--- config.mk ---
export PLATFORM = sky130hd
export DESIGN_NAME = sck_prescaler
export DESIGN_NICKNAME = d
export VERILOG_FILES = /design/src/rtl/sck_prescaler.sv
export SDC_FILE = /design/constraint.sdc
export NUM_CORES = 1
export LEC_CHECK = 0
export ABC_AREA = 1
export BUFFER_PORTS_ARGS = -buffer_cell sky130_fd_sc_hd__buf_2
export CORE_MARGIN = 2
export CORE_UTILIZATION = 30
export DETAILED_ROUTE_END_ITERATION = 8
export PLACE_DENSITY_LB_ADDON = 0.25
export SETUP_SLACK_MARGIN = 0.5
export SYNTH_ARGS = -nofsm -noshare
export SYNTH_HDL_FRONTEND = slang
export SYNTH_SLANG_ARGS = --single-unit
--- constraint.sdc ---
create_clock -name clk -period 2.1 [get_ports clk]
set_clock_uncertainty 0.1 [all_clocks]
set_input_delay 0.42 -clock clk [delete_from_list [all_inputs] [get_ports clk]]
set_output_delay 0.42 -clock clk [all_outputs]
set_load 0.1 [all_outputs]
--- src/rtl/sck_prescaler.sv ---
module sck_prescaler #(
  parameter int DIV_W = 4,
  parameter int SUB_W = 3
) (
  input  logic       clk,
  input  logic       rst_n,
  input  logic       clk_en,
  input  logic [1:0] pre_sel,
  input  logic [1:0] post_sel,
  output logic       sck_tick
);

  function automatic logic [DIV_W-1:0] pre_ratio(input logic [1:0] s);
    case (s)
      2'd0:    pre_ratio = DIV_W'(2);
      2'd1:    pre_ratio = DIV_W'(4);
      2'd2:    pre_ratio = DIV_W'(7);
      default: pre_ratio = DIV_W'(10);
    endcase
  endfunction

  function automatic logic [SUB_W-1:0] half_ratio(input logic [1:0] c);
    case (c)
      2'd0:    half_ratio = SUB_W'(1);
      2'd1:    half_ratio = SUB_W'(2);
      default: half_ratio = SUB_W'(4);
    endcase
  endfunction

  logic [DIV_W-1:0] cnt1, act_r1;
  logic [SUB_W-1:0] cnt2, act_h;
  logic             term1, last2;

  assign term1 = (cnt1 == act_r1 - DIV_W'(1));
  assign last2 = ((cnt2 + SUB_W'(1)) >= act_h);

  always_ff @(posedge clk) begin
    if (!rst_n) begin
      cnt1     <= '0;
      cnt2     <= '0;
      act_r1   <= DIV_W'(2);
      act_h    <= SUB_W'(1);
      sck_tick <= 1'b0;
    end else if (!clk_en) begin
      cnt1     <= '0;
      cnt2     <= '0;
      act_r1   <= pre_ratio(pre_sel);
      act_h    <= half_ratio(post_sel);
      sck_tick <= 1'b0;
    end else begin
      sck_tick <= 1'b0;
      if (term1) begin
        cnt1   <= '0;
        act_r1 <= pre_ratio(pre_sel);
        act_h  <= half_ratio(post_sel);
        if (last2) begin
          cnt2     <= '0;
          sck_tick <= 1'b1;
        end else begin
          cnt2 <= cnt2 + SUB_W'(1);
        end
      end else begin
        cnt1 <= cnt1 + DIV_W'(1);
      end
    end
  end


  tick_needs_en_chk: assert property (@(posedge clk) disable iff (!rst_n)
    sck_tick |-> $past(clk_en));


  tick_single_chk: assert property (@(posedge clk) disable iff (!rst_n)
    sck_tick |=> !sck_tick);


  ratio_hold_chk: assert property (@(posedge clk) disable iff (!rst_n)
    (clk_en && !term1) |=> ($stable(act_r1) && $stable(act_h)));


  cnt1_bound_chk: assert property (@(posedge clk) disable iff (!rst_n)
    cnt1 < act_r1);


  reset_idle_chk: assert property (@(posedge clk)
    $past(!rst_n) |-> (!sck_tick && cnt1 == '0 && cnt2 == '0));

endmodule

==> summary.md <==
Port buffering added 7 buffers. The most used flip-flop cell after synthesis is sky130_fd_sc_hd__dfxtp_1. TritonCTS built the clock tree. STA classifies the critical path startpoint as a register. For the highest achievable clock rate, the log shows 0.607 GHz. Buffers inserted to repair hold after CTS numbered 0.

Of the total power, the share spent switching nets is 34.3%. The clock net in this run drives a total of 15 sinks. Once detail routing completed, the nets flagged for antenna violations numbered 0. Setup violations remaining at the end of the flow were counted as 0. Summed over all failing endpoints, the final setup total negative slack is 0 ps. The sequential element share of the synthesized area is 32.8%. For the normalized max-slew margin, the log shows 67.9%. The number of max-capacitance violations reported is 0, and the fraction of layout instances using a drive strength above 1 is 40.0%.

The category of cells accounting for the largest share of critical-path delay was adder cells. For the worst-skew pair, the clock arrives at the later sink with an insertion delay of 290 ps. The run gives 134 as the post-synth net total.

Sorting the synthesized cells by area gives the leading types as sky130_fd_sc_hd__dfxtp_1 (33%), sky130_fd_sc_hd__ha_1 (12%), sky130_fd_sc_hd__nand3_1 (10%). The total number of H-tree levels is 1, and the average detailed-routed wire length per instance is 10.5 um. In this run the power density over the cells is 593 nW/um2. In this design, the critical path's most frequently occurring cell is sky130_fd_sc_hd__ha_4. The largest incremental delay on the critical path was 360 ps; the average cell area after synthesis was 7.75 um2. The slowest stage of the critical path is the sky130_fd_sc_hd__dfxtp_4 cell. The total buffers and inverters traversed by the critical path is 1, and the internal power consumption is 0.442 mW. For the effective utilization at floorplan, the log shows 30.7%. STA classifies the critical path endpoint as a register.

Of all nets on the critical path, the largest fanout is 3. In the synthesized netlist, the number of instances is 118. The synthesized design contains 15 register bits. The global-route congestion overflow total was 0. The area added between synthesis and finish came out at 23.9%. The instance area at placement came out at 986 um2. The global-route wire length before repair is 3100 um. The finished cells cover 1130 um2. The most common cell in the synthesized netlist is sky130_fd_sc_hd__nand2_1. The setup path with the least slack is of type register to register. The number of buffers created by CTS came out at 3.

Traced cell by cell, the critical path runs through ha_4 > xnor2_1 > inv_1 > ha_4 > a21oi_2 > nand3_2 > or2_4 > o21ai_2. In this run the power spent charging and discharging nets is 0.230 mW. The length of the first detailed-routing pass in iterations came out at 4.

The number of antenna diodes in the final layout is 0. The Yosys warning count is 0, and the data required time at the worst endpoint is 2230 ps. The run gives 14 as the DRC violation total after the first TritonRoute iteration. The biggest area consumer among synthesized cells was sky130_fd_sc_hd__dfxtp_1. The clock root buffer is sky130_fd_sc_hd__clkbuf_4. Clock-pin slew was measured on the worst setup and hold paths at 100 ps.

For the maximum number of pins on one net before global-route repair, the log shows 13. The detailed router placed 736 vias in this run. The run gives 28.2% as the share of power burned in combinational logic. The hold violation count in the final report was 0.

The number of top-level design ports was 8; the time the worst path needs with I/O delays and setup was 1650 ps. The tools report the number of global-route vias before repair as 728. The die covers 3510 um2. Ranked by instance count, the synthesized netlist is headed by sky130_fd_sc_hd__nand2_1 (20), sky130_fd_sc_hd__nand3_1 (19), sky130_fd_sc_hd__inv_1 (16). The net count of the finished layout is 147. The overall die height is 59.2 um, and the half-perimeter wire length after placement is 1180 um. For the worst setup path, the data arrival time is 1780 ps. The area share of the largest cell type after synthesis came out at 32.8%. The buffer depth of the longest clock path is 2, and the fraction of registers with async set or reset after synthesis is 0%. The die outline width is 59.2 um, and the number of vias per cell is 4.52. Routability-driven placement finished with a final weighted congestion of 0.739.

The register share of total power is 46.5%. Across the VDD grid, the largest voltage drop is 197 uV. The final worst-path cycle share was 78.5%. For the pin with the worst max-slew slack, the measured transition is 484 ps.

Setup repair after global routing could not meet its margin everywhere. Wires add up to 1710 um. The number of enable flip-flop cells after synthesis works out to 0. The number of max-slew violations in the final report is 0.

The worst hold path class is input pin to register. After detailed routing, the number of remaining DRC violations is 0. The core area is 2980 um2.

The tools report the number of antenna violations at the first check in global routing as 0. In this run the cell area of the synthesized design comes to 915 um2. Portion of total power attributed to the clock network: 25.3%. Overall track demand over capacity in global routing: 11.7%. The initialized floorplan defines 20 standard-cell rows. The flow ran to the end, and the final reports show no timing, DRC or antenna violations.

The run gives 22 as the number of library cell types mapped by synthesis. Static leakage power: 0.521 nW.
through the flow:
stage | instances | hold slack, ps | util [%] | power, mW | setup WS, ps
after floorplan | 118 | 347 | - | 0.452 | 486
after global placement | 155 | 378 | 33.1 | 0.465 | 400
after detailed placement | 155 | 384 | 33.1 | 0.470 | 399
after CTS | 162 | 277 | 37.4 | 0.674 | 440
after global routing | 163 | 276 | 38.1 | 0.720 | 334
final | 163 | 274 | 38.1 | 0.672 | 452
flip-flops by register name, summed over array words and instances (netlist names):
name	flops
act_h	3
act_r1	4
cnt1	4
cnt2	3
sck_tick	1
worst reg2reg max path, delay by kind of cell (launching register included):
kind            cells  cell delay (ps)
fa+ha+maj           2              380
flops               1              360
simple gates        2              310
compound gates      2              210
xor+xnor            1              120
buf+inv             1              100
cell type report:
cell class,instances,area [um2]
clock buffer,3,22.5
fill,305,1840
tap,33,41.3
multi-input combinational,82,628
timing repair buffer,10,57.6
clock inverter,1,5.00
inverter,19,71.3
sequential,15,308
path summary, 6_finish.rpt:
kind                                  start  endpoint  slack [ps]  depth (start not counted)
worst max-delay path                cnt2[0]   cnt2[0]         450                          8
worst min register to register     act_h[1]  act_h[1]         370                          2
worst max register to register      cnt2[0]   cnt2[0]         450                          8
worst min-delay path            post_sel[1]  act_h[2]         270                          3
power by group through the flow:
stage               clock network [mW]  logic (mW)  registers [mW]
global route                     0.194       0.211           0.315
CTS                              0.178       0.183           0.313
finish                           0.170       0.190           0.312
global placement                     0       0.146           0.319
floorplan                            0       0.131           0.321
detailed placement                   0       0.150           0.319
placed cells by master, fill, tap and decap left out, drive strengths merged, types with 5 or more instances in the layout:
cell type,count
nor2,12
ha,9
a21oi,5
buf,10
nand2,26
dfxtp,15
nand3,19
inv,18
layer usage:
layer | global-route usage [%] | vias to the layer above | share of wire [%]
li1 | - | 394 | -
met1 | 14.8 | 330 | 48
met2 | 18.4 | 10 | 49
met3 | 1.97 | 2 | 2.0
met4 | 6.82 | 0 | 1.3
met5 | 0 | - | 0
timing repair:
| item | in CTS | in global routing |
|---|---|---|
| endpoints found under the hold margin | 0 | 0 |
| buffers inserted | 2 | 1 |
| setup endpoints to repair | 14 | 15 |
| gates resized for setup | 16 | 3 |
| pin swaps | 10 | 5 |
| gates cloned | 1 | 0 |
logic make-up after synthesis:
group | synth area share [%]
fa+ha+maj | 12.3
xor+xnor | 5.75
compound gates | 5.61
simple gates | 31.5
buf+inv | 12.0
flops | 32.8
(Power assumes the default switching activity.)
